==> src/rtl/rxdma_pkg.sv <==
package rxdma_pkg;
  localparam int ERR_W   = 3;
  localparam int ERR_FRM = 0;
  localparam int ERR_NOI = 1;
  localparam int ERR_OVR = 2;
  typedef logic [ERR_W-1:0] err_vec_t;
endpackage

==> src/rtl/rxdma_hold.sv <==
module rxdma_hold #(
  parameter int DATA_W = 8
) (
  input  logic              clk,
  input  logic              rst_n,
  input  logic              byte_vld,
  input  logic [DATA_W-1:0] byte_data,
  input  logic              rd_clr,
  output logic [DATA_W-1:0] data_q,
  output logic              full_q,
  output logic              accept,
  output logic              ovr_evt
);
  logic [DATA_W-1:0] data_d;
  logic              full_d;
  logic              data_en;

  always_comb begin
    accept  = byte_vld & (~full_q | rd_clr);
    ovr_evt = byte_vld & full_q & ~rd_clr;
    data_en = accept;
    data_d  = byte_data;
    if (accept)      full_d = 1'b1;
    else if (rd_clr) full_d = 1'b0;
    else             full_d = full_q;
  end

  always_ff @(posedge clk or negedge rst_n) begin
    if (!rst_n) begin
      full_q <= 1'b0;
    end else begin
      full_q <= full_d;
    end
  end

  always_ff @(posedge clk or negedge rst_n) begin
    if (!rst_n) begin
      data_q <= '0;
    end else if (data_en) begin
      data_q <= data_d;
    end
  end

  // an accepted byte lands in the register with the full flag
  p_load_sets_full_r2: assert property (@(posedge clk) disable iff (!rst_n)
    (byte_vld && !full_q) |=> (full_q && data_q == $past(byte_data)));

  // a dropped byte leaves the register unchanged
  p_drop_keeps_data_r6: assert property (@(posedge clk) disable iff (!rst_n)
    (byte_vld && full_q && !rd_clr) |=> ($stable(data_q) && full_q));
endmodule

==> src/rtl/rxdma_errs.sv <==
module rxdma_errs
  import rxdma_pkg::*;
(
  input  logic     clk,
  input  logic     rst_n,
  input  logic     accept,
  input  logic     ovr_evt,
  input  logic     byte_ferr,
  input  logic     byte_nerr,
  input  logic     stat_rd,
  input  logic     data_rd,
  input  logic     dma_ack,
  output err_vec_t err_q
);
  logic     armed_q, armed_d;
  logic     clr_all;
  err_vec_t set_ev;
  err_vec_t err_d;

  always_comb begin
    clr_all          = dma_ack | (data_rd & armed_q);
    set_ev           = '0;
    set_ev[ERR_FRM]  = accept & byte_ferr;
    set_ev[ERR_NOI]  = accept & byte_nerr;
    set_ev[ERR_OVR]  = ovr_evt;
    if (stat_rd)                armed_d = 1'b1;
    else if (data_rd | dma_ack) armed_d = 1'b0;
    else                        armed_d = armed_q;
  end

  for (genvar i = 0; i < ERR_W; i++) begin : g_flag
    always_comb begin
      if (set_ev[i])    err_d[i] = 1'b1;
      else if (clr_all) err_d[i] = 1'b0;
      else              err_d[i] = err_q[i];
    end

    always_ff @(posedge clk or negedge rst_n) begin
      if (!rst_n) begin
        err_q[i] <= 1'b0;
      end else begin
        err_q[i] <= err_d[i];
      end
    end
  end

  always_ff @(posedge clk or negedge rst_n) begin
    if (!rst_n) begin
      armed_q <= 1'b0;
    end else begin
      armed_q <= armed_d;
    end
  end

  // a bare data read without a prior status read leaves flags alone
  p_bare_read_keeps_r7: assert property (@(posedge clk) disable iff (!rst_n)
    (data_rd && !armed_q && !dma_ack && !accept && !ovr_evt) |=> $stable(err_q));

  // overrun event always sets the overrun flag
  p_ovr_sets_flag_r6: assert property (@(posedge clk) disable iff (!rst_n)
    ovr_evt |=> err_q[ERR_OVR]);
endmodule

==> src/rtl/rxdma_route.sv <==
module rxdma_route
  import rxdma_pkg::*;
(
  input  logic     full_q,
  input  err_vec_t err_q,
  input  logic     cfg_dma_en,
  input  logic     cfg_rx_ie,
  input  logic     cfg_err_ie,
  output logic     dma_req,
  output logic     rx_irq,
  output logic     err_irq
);
  always_comb begin
    dma_req = cfg_dma_en & full_q;
    rx_irq  = ~cfg_dma_en & cfg_rx_ie & full_q;
    err_irq = cfg_err_ie & (|err_q);
  end
endmodule

==> src/rtl/rx_dma_bridge.sv <==
module rx_dma_bridge
  import rxdma_pkg::*;
#(
  parameter int DATA_W      = 8,
  parameter int SYNC_STAGES = 2
) (
  input  logic              clk,
  input  logic              rst_n,
  input  logic              byte_vld,
  input  logic [DATA_W-1:0] byte_data,
  input  logic              byte_ferr,
  input  logic              byte_nerr,
  input  logic              cfg_dma_en,
  input  logic              cfg_rx_ie,
  input  logic              cfg_err_ie,
  input  logic              stat_rd,
  input  logic              data_rd,
  input  logic              dma_ack,
  output logic [DATA_W-1:0] data_q,
  output logic              full_flag,
  output logic              ferr_flag,
  output logic              nerr_flag,
  output logic              ovr_flag,
  output logic              dma_req,
  output logic              rx_irq,
  output logic              err_irq
);
  logic [SYNC_STAGES-1:0] rst_sync_q;
  logic                   rst_int_n;
  logic                   accept, ovr_evt, rd_clr;
  err_vec_t               err_q;

  for (genvar s = 0; s < SYNC_STAGES; s++) begin : g_rsync
    always_ff @(posedge clk or negedge rst_n) begin
      if (!rst_n) begin
        rst_sync_q[s] <= 1'b0;
      end else begin
        rst_sync_q[s] <= (s == 0) ? 1'b1 : rst_sync_q[(s == 0) ? 0 : s-1];
      end
    end
  end
  assign rst_int_n = rst_sync_q[SYNC_STAGES-1];
  assign rd_clr    = data_rd | dma_ack;

  rxdma_hold #(.DATA_W(DATA_W)) i_hold (
    .clk       (clk),
    .rst_n     (rst_int_n),
    .byte_vld  (byte_vld),
    .byte_data (byte_data),
    .rd_clr    (rd_clr),
    .data_q    (data_q),
    .full_q    (full_flag),
    .accept    (accept),
    .ovr_evt   (ovr_evt)
  );

  rxdma_errs i_errs (
    .clk       (clk),
    .rst_n     (rst_int_n),
    .accept    (accept),
    .ovr_evt   (ovr_evt),
    .byte_ferr (byte_ferr),
    .byte_nerr (byte_nerr),
    .stat_rd   (stat_rd),
    .data_rd   (data_rd),
    .dma_ack   (dma_ack),
    .err_q     (err_q)
  );

  rxdma_route i_route (
    .full_q     (full_flag),
    .err_q      (err_q),
    .cfg_dma_en (cfg_dma_en),
    .cfg_rx_ie  (cfg_rx_ie),
    .cfg_err_ie (cfg_err_ie),
    .dma_req    (dma_req),
    .rx_irq     (rx_irq),
    .err_irq    (err_irq)
  );

  assign ferr_flag = err_q[ERR_FRM];
  assign nerr_flag = err_q[ERR_NOI];
  assign ovr_flag  = err_q[ERR_OVR];

  // no request while DMA mode is off
  p_no_req_off_r1: assert property (@(posedge clk) disable iff (!rst_int_n)
    !cfg_dma_en |-> !dma_req);

  // acknowledge with no new byte empties the register and errors
  p_ack_clears_r4: assert property (@(posedge clk) disable iff (!rst_int_n)
    (dma_ack && !byte_vld) |=> (!full_flag && !dma_req && !ferr_flag && !nerr_flag && !ovr_flag));

  // receive interrupt is silent in DMA mode
  p_no_rxirq_dma_r8: assert property (@(posedge clk) disable iff (!rst_int_n)
    cfg_dma_en |-> !rx_irq);

  // error flags never rise without a byte or overrun
  p_ferr_needs_byte_r5: assert property (@(posedge clk) disable iff (!rst_int_n)
    (!byte_vld && !ferr_flag) |=> !ferr_flag);
endmodule

==> config.mk <==
export PLATFORM = sky130hd
export DESIGN_NAME = rx_dma_bridge
export DESIGN_NICKNAME = d
export VERILOG_FILES = /design/src/rtl/rxdma_pkg.sv /design/src/rtl/rxdma_hold.sv /design/src/rtl/rxdma_errs.sv /design/src/rtl/rxdma_route.sv /design/src/rtl/rx_dma_bridge.sv
export SDC_FILE = /design/constraint.sdc
export NUM_CORES = 1
export LEC_CHECK = 0
export BUFFER_PORTS_ARGS = -buffer_cell sky130_fd_sc_hd__buf_2
export CORE_MARGIN = 3
export CORE_UTILIZATION = 48
export DETAILED_ROUTE_END_ITERATION = 8
export PLACE_DENSITY = 0.81
export SLEW_MARGIN = 15
export SYNTH_ARGS = -nofsm -noshare
export SYNTH_HDL_FRONTEND = slang
export SYNTH_SLANG_ARGS = --single-unit
==> constraint.sdc <==
create_clock -name clk -period 1.4 [get_ports clk]
set_clock_uncertainty 0.05 [all_clocks]
set_input_delay 0.07 -clock clk [delete_from_list [all_inputs] [get_ports clk]]
set_output_delay 0.07 -clock clk [all_outputs]
set_load 0.01 [all_outputs]
==> results of run 1 <==
==> metrics by stage <==
stage	std cells	area (sq um)	setup WS (ns)	hold WS [ns]	utilization (%)
4_1_cts	126	1040	0.116	0.000537	74.3
3_5_place_dp	112	913	0.267	-0.193	65.3
6_report	126	1040	0.129	0.00256	74.3
3_3_place_gp	112	913	0.313	-0.195	65.3
2_1_floorplan	69	764	0.384	-0.276	-
5_1_grt	126	1040	0.0674	0.0123	74.3
==> power breakdown <==
group	switching (mW)	internal (mW)
Clock	0.139	0.111
Sequential	0.0378	0.475
Combinational	0.0986	0.114
Total	0.275	0.700
==> kinds of logic (layout without fill, tap and decap cells) <==
| logic type | Yosys count | count (layout) | synth area share (%) |
|---|---|---|---|
| compound gates | 15 | 15 | 14.9 |
| flops | 15 | 15 | 49.1 |
| simple gates | 32 | 32 | 30.0 |
| buf+inv | 6 | 48 | 5.56 |
| other cells | 1 | 1 | 0.491 |
==> tightest hold or removal path, cell delays in order <==
cell and delay, ns:
buf_2 0.09, nand2_1 0.06, o211ai_1 0.08
==> sequential cells by signal (all words and copies together) (netlist names) <==
name and count:
i_errs.armed_q 1, i_errs.err_q 3, i_hold.data_q 8, i_hold.full_q 1, rst_int_n 1, rst_sync_q 1
==> final cells by class <==
| type | count | area (sq um) | share of cell area [%] |
|---|---|---|---|
| flip-flops and latches | 15 | 375 | 36.1 |
| clock buffers | 4 | 26.3 | 2.53 |
| repair buffers | 44 | 273 | 26.2 |
| well taps | 15 | 18.8 | 1.81 |
| multi-input cells | 48 | 347 | 33.3 |
==> per-layer routing <==
layer,global-route usage [%],share of wire [%],routed length (um)
met3,5.93,7.7,133
met4,4.55,1.4,24
met5,0,0,0
met1,23.2,44,764
met2,30.5,46,797
==> synthesized netlist by cell type (all sizes together) <==
cell type and number:
conb 1, o211ai 8, buf 4, nand2b 8, nor3b 1, a21oi 2
clkbuf 2, dfrtp 15, nand4bb 8, nand2 10, or2 1, and2 1
and3b 1, o2bb2ai 2, a21o 1, nand3b 1, nor2 1, a21bo 1
o31a 1
==> placed cells by master, fill, tap and decap left out <==
master / Yosys / routed
o31a_1: 1 / 1
o2bb2ai_1: 2 / 2
nand2_1: 10 / 10
and3b_1: 1 / 1
nor2_1: 1 / 1
a21o_1: 1 / 1
conb_1: 1 / 1
nor3b_4: 1 / 1
and2_1: 1 / 1
clkbuf_4: 0 / 3
nand2b_1: 8 / 8
o211ai_1: 8 / 8
dlygate4sd3_1: 0 / 10
nand4bb_1: 8 / 8
a21bo_2: 1 / 1
buf_2: 1 / 33
or2_2: 1 / 1
dfrtp_1: 15 / 15
clkbuf_1: 2 / 1
a21oi_1: 2 / 2
buf_4: 1 / 1
nand3b_1: 1 / 1
==> path summary, 6_finish.rpt <==
path	start	to	slack, ns	cells past startpoint
max reg2reg	i_hold.full_q	i_hold.data_q[2]	0.28	2
min in group asynchronous	rst_n	rst_sync_q[0]	0.05	2
min	byte_data[0]	i_hold.data_q[0]	0.003	3
max	i_hold.full_q	rx_irq	0.13	3
min reg2reg	rst_int_n	i_hold.data_q[3]	0.16	0
max in group asynchronous	rst_int_n	i_hold.data_q[5]	0.78	0
==> summary.md, run 1 <==
| Metric | Value |
|---|---|
| Die ar. | `2110 sq um` |
| Min Tclk post-route | `1.27 ns` |
| DRC | `0` |
| Largest delay share family, worst path | `flip-flops` |
| Nets@finish | `131` |
| Number of buffers created by CTS | `3` |
| First-pass GRT wire length | `2750 um` |
| Max clock buf depth | `2` |
| GRT Util Overall | `18.5%` |
| Slowest stage delay, CP | `0.39 ns` |
| Syn_nets | `88` |
| Final ANT Viol Nets | `0` |
| CTS HTree Levels | `1` |
| Skew-Pair Late Insertion Delay | `0.28 ns` |
| Setup repair bufs after CTS | `0` |
| Worst relative slew slack | `64.8%` |
| # setup viols final | `0` |
| First drt pass iteration count | `4` |
| DIE HEIGHT | `45.9 um` |
| VDD IR max | `0.645 mV` |
| Via count | `668` |
| Fin. max-slew vios | `0` |
| Largest net degree at the start of global routing | `21` |
| Placeable Area | `1400 sq um` |
| Congestion Overflow GR | `0` |
| Worst hold-check path type | `primary input to flop` |
| Initial core utilization | `54.7%` |
| WS Path Type | `flop to output pin` |
| Ys Warns | `0` |
| CTS Sinks | `15` |
| Req. time, crit path | `1.28 ns` |
| Distinct cells, synth | `21` |
| Gates resized, CTS repair | `0` |
| Row Count | `13` |
| Synth Register Bits | `15` |
| Setup tns final | `0 ns` |
| Total power | `0.975 mW` |
| Post-synthesis sequential area ratio | `49.1%` |
| Worst path slowest cell | `dfrtp_1` |
| Tcrit/Tclk final | `90.8%` |
| Vias in the first global route | `625` |
| Worst-path maximum fanout | `12` |
| Die Wd | `45.9 um` |
| CP cell instances | `buf_4, and3b_1, buf_2` |
| Synth Instances | `69` |
| WL final | `1720 um` |
| Max-Cap Viols | `0` |
| Hpwl dp | `1110 um` |
| Fmax | `787 MHz` |
| Fillers | `107` |
| WP buf/inv | `2` |
| Root Buffer | `clkbuf_4` |
| Worst Path Arrival | `1.15 ns` |
| Layout cells sized above 1 | `36.0%` |
| Least-Margin Pin Slew | `0.528 ns` |
| Most area-hungry cell type in the Yosys netlist | `dfrtp_1` |
| Antenna fix cells | `0` |
| Power Dens Cells | `938 nW/um^2` |
| Initial antenna violation count | `0` |
| Worst-path clk slew | `0.09 ns` |
| TritonCTS clock tree | `yes` |
| Post-Syn Area | `764 sq um` |
| Worst setup SP type | `flop` |
| Placer Congestion | `0.718` |
| Unrepaired setup endpoints after global routing | `no` |
| DRT iter0 DRCs | `12` |
| Status | `completed` |
| Num ports | `34` |
| Leakage | `0.491 nW` |
| Via density | `5.30` |
| Setup crit end kind | `output pin` |
| WL/cell | `13.7 um` |
| Top-area cell type share of the netlist area | `49.1%` |
| Mean Syn Cell Area | `11.1 sq um` |
| Area delta synth->final | `36.0%` |
| Final hold vios | `0` |
| Hold Buf Count CTS | `10` |
| Top cells by area, synth | `dfrtp_1 49%, nand4bb_1 12%, o211ai_1 7.9%, nand2b_1 6.5%, nand2_1 4.9%` |
| Buffers on Ports | `33` |
Note: power is estimated with default switching activity, not from simulation.
==> inputs of run 2 (changes only) <==
--- a/config.mk
+++ b/config.mk
@@ -5,11 +5,10 @@
 export SDC_FILE = /design/constraint.sdc
 export NUM_CORES = 1
 export LEC_CHECK = 0
-export BUFFER_PORTS_ARGS = -buffer_cell sky130_fd_sc_hd__buf_2
 export CORE_MARGIN = 3
-export CORE_UTILIZATION = 48
+export CORE_UTILIZATION = 50
 export DETAILED_ROUTE_END_ITERATION = 8
-export PLACE_DENSITY = 0.81
+export DONT_BUFFER_PORTS = 1
 export SLEW_MARGIN = 15
 export SYNTH_ARGS = -nofsm -noshare
 export SYNTH_HDL_FRONTEND = slang
==> summary.md, run 2 (synthesized netlist as in run 1, its figures left out) <==
| Metric | Value |
|---|---|
| Status | `complete, but fails checks` |
| Failing checks | `negative hold slack` |
| First-pass GRT wire length | `2690 um (-2.0%)` |
| # setup viols final | `0 (unchanged)` |
| Max-Cap Viols | `0 (unchanged)` |
| Fillers | `108 (+0.93%)` |
| Min Tclk post-route | `1.27 ns (+0.000505 ns)` |
| Gates resized, CTS repair | `0 (unchanged)` |
| Req. time, crit path | `1.51 ns (+0.23 ns)` |
| Most frequent cells in the layout | `16 x dlygate4sd3_1, 15 x dfrtp_1, 10 x nand2_1` |
| Root Buffer | `clkbuf_4` |
| Skew-Pair Late Insertion Delay | `0.28 ns (about the same)` |
| Setup tns final | `0 ns (unchanged)` |
| Power Dens Cells | `973 nW/um^2 (+3.7%)` |
| Initial core utilization | `56.0% (+1.3 points)` |
| Worst path slowest cell | `dlygate4sd3_1` |
| Area delta synth->final | `24.2%` |
| Fin. max-slew vios | `0 (unchanged)` |
| Placeable Area | `1370 sq um (-2.3%)` |
| DIE HEIGHT | `45.1 um (-1.8%)` |
| Setup ws final | `0.129 ns (-0.000505 ns)` |
| Row Count | `13 (unchanged)` |
| Final ANT Viol Nets | `0 (unchanged)` |
| Worst-path maximum fanout | `13 (+1)` |
| DRC | `0 (unchanged)` |
| Hpwl dp | `1060 um (-4.1%)` |
| Placed Area | `763 sq um (-16%)` |
| Tcrit/Tclk final | `90.8% (about the same)` |
| GRT Util Overall | `18.4% (-0.068 points)` |
| Worst setup SP type | `primary input` |
| First drt pass iteration count | `4 (unchanged)` |
| Max reg flops | `8 (unchanged)` |
| Die Wd | `45.1 um (-1.8%)` |
| Reg2Reg Setup Slack | `0.35 ns (+0.07 ns)` |
| Num ports | `34 (unchanged)` |
| Number of buffers created by CTS | `3 (unchanged)` |
| Via density | `5.69 (+7.4%)` |
| Least-Margin Pin Slew | `0.591 ns (+0.0639 ns)` |
| Worst relative slew slack | `60.4% (-4.4 points)` |
| Final hold vios | `1 (+1)` |
| Reg with most FFs | `i_hold.data_q` |
| Dpl ws | `0.355 ns (+0.0883 ns)` |
| WP buf/inv | `2 (unchanged)` |
| DRT iter0 DRCs | `3 (-9)` |
| Largest regs | `i_hold.data_q (8), i_errs.err_q (3)` |
| Initial antenna violation count | `0 (unchanged)` |
| CTS Sinks | `15 (unchanged)` |
| Final instance area | `950 sq um (-8.7%)` |
| Unrepaired setup endpoints after global routing | `no` |
| Total power | `0.924 mW (-5.3%)` |
| TritonCTS clock tree | `yes` |
| Register Area | `375 sq um (unchanged)` |
| CP cell instances | `dlygate4sd3_1, nor3b_4, buf_4, o211ai_1` |
| Die ar. | `2030 sq um (-3.5%)` |
| Hold slack | `-0.00491 ns (-0.00747 ns)` |
| Commonest non-fill, non-tap cell in the layout | `dlygate4sd3_1` |
| Worst-path clk slew | `0.08 ns (about the same)` |
| Layout cells sized above 1 | `10.5% (-26 points)` |
| Fmax | `787 MHz (about the same)` |
| Largest net degree at the start of global routing | `21 (unchanged)` |
| Vias in the first global route | `611 (-2.2%)` |
| Congestion Overflow GR | `0 (unchanged)` |
| Setup crit end kind | `flop` |
| Placer Congestion | `0.627 (-13%)` |
| Leakage | `0.389 nW (-21%)` |
| CTS HTree Levels | `1 (unchanged)` |
| Via count | `575 (-14%)` |
| Nets@finish | `106 (-19%)` |
| Worst hold-check path type | `primary input to flop` |
| VDD IR max | `0.708 mV (+9.7%)` |
| Multi-input gate area | `347 sq um (unchanged)` |
| Largest delay share family, worst path | `buffers and inverters` |
| WL final | `1680 um (-2.4%)` |
| Antenna fix cells | `0 (unchanged)` |
| WS Path Type | `primary input to flop` |
| Max clock buf depth | `2 (unchanged)` |
| Slowest stage delay, CP | `0.71 ns (+0.32 ns)` |
| Worst Path Arrival | `1.38 ns (+0.23 ns)` |
| WL/cell | `16.6 um (+22%)` |
| Buffers on Ports | `0 (-100%)` |
-- run 2: changes by cell type in the layout (fill, tap and decap cells not counted), sizes merged --
| cell | delta |
|---|---|
| dlygate4sd3 | +6 |
| buf | -31 |
-- run 2: final cells by class --
cell class	instances	share of cell area, %
timing repair buffer	19	19.2
sequential	15	39.5
multi-input combinational	48	36.5
tap	15	1.98
clock buffer	4	2.77
-- run 2: worst paths after layout --
kind / start / to / cells past startpoint
worst max-delay path: data_rd / i_hold.data_q[3] / 4
worst min register to register: rst_int_n / i_hold.data_q[7] / 0
worst max register to register: i_hold.full_q / i_hold.data_q[3] / 3
max in group asynchronous: rst_n / rst_int_n / 2
worst min-delay path: dma_ack / i_hold.data_q[3] / 2
min in group asynchronous: rst_int_n / i_hold.data_q[7] / 0
-- run 2: stage by stage --
stage / util [%] / instances / hold slack (ns)
floorplan: - / 69 / -0.276
global placement: 55.9 / 81 / -0.276
detailed placement: 55.9 / 81 / -0.276
CTS: 69.5 / 101 / 0.00347
global route: 69.5 / 101 / 0.0289
finish: 69.5 / 101 / -0.00491
-- run 2: per-layer routing --
metal  part of all wire (%)  up-vias  GRT usage [%]
met3                    5.1        4           2.79
met1                     42      270           23.4
met5                      0        -              0
li1                       -      279              -
met4                    1.1        0           8.77
met2                     52       22           30.5
-- run 2: power breakdown --
part	switching (mW)	internal, mW
Sequential	0.0603	0.475
Combinational	0.0627	0.0835
Clock	0.132	0.111
-- run 2: repair_timing --
| action | 4_1_cts | 5_1_grt |
|---|---|---|
| setup buffers | 0 | 0 |
| hold endpoints to repair | 15 | 0 |
| hold buffers | 16 | 0 |
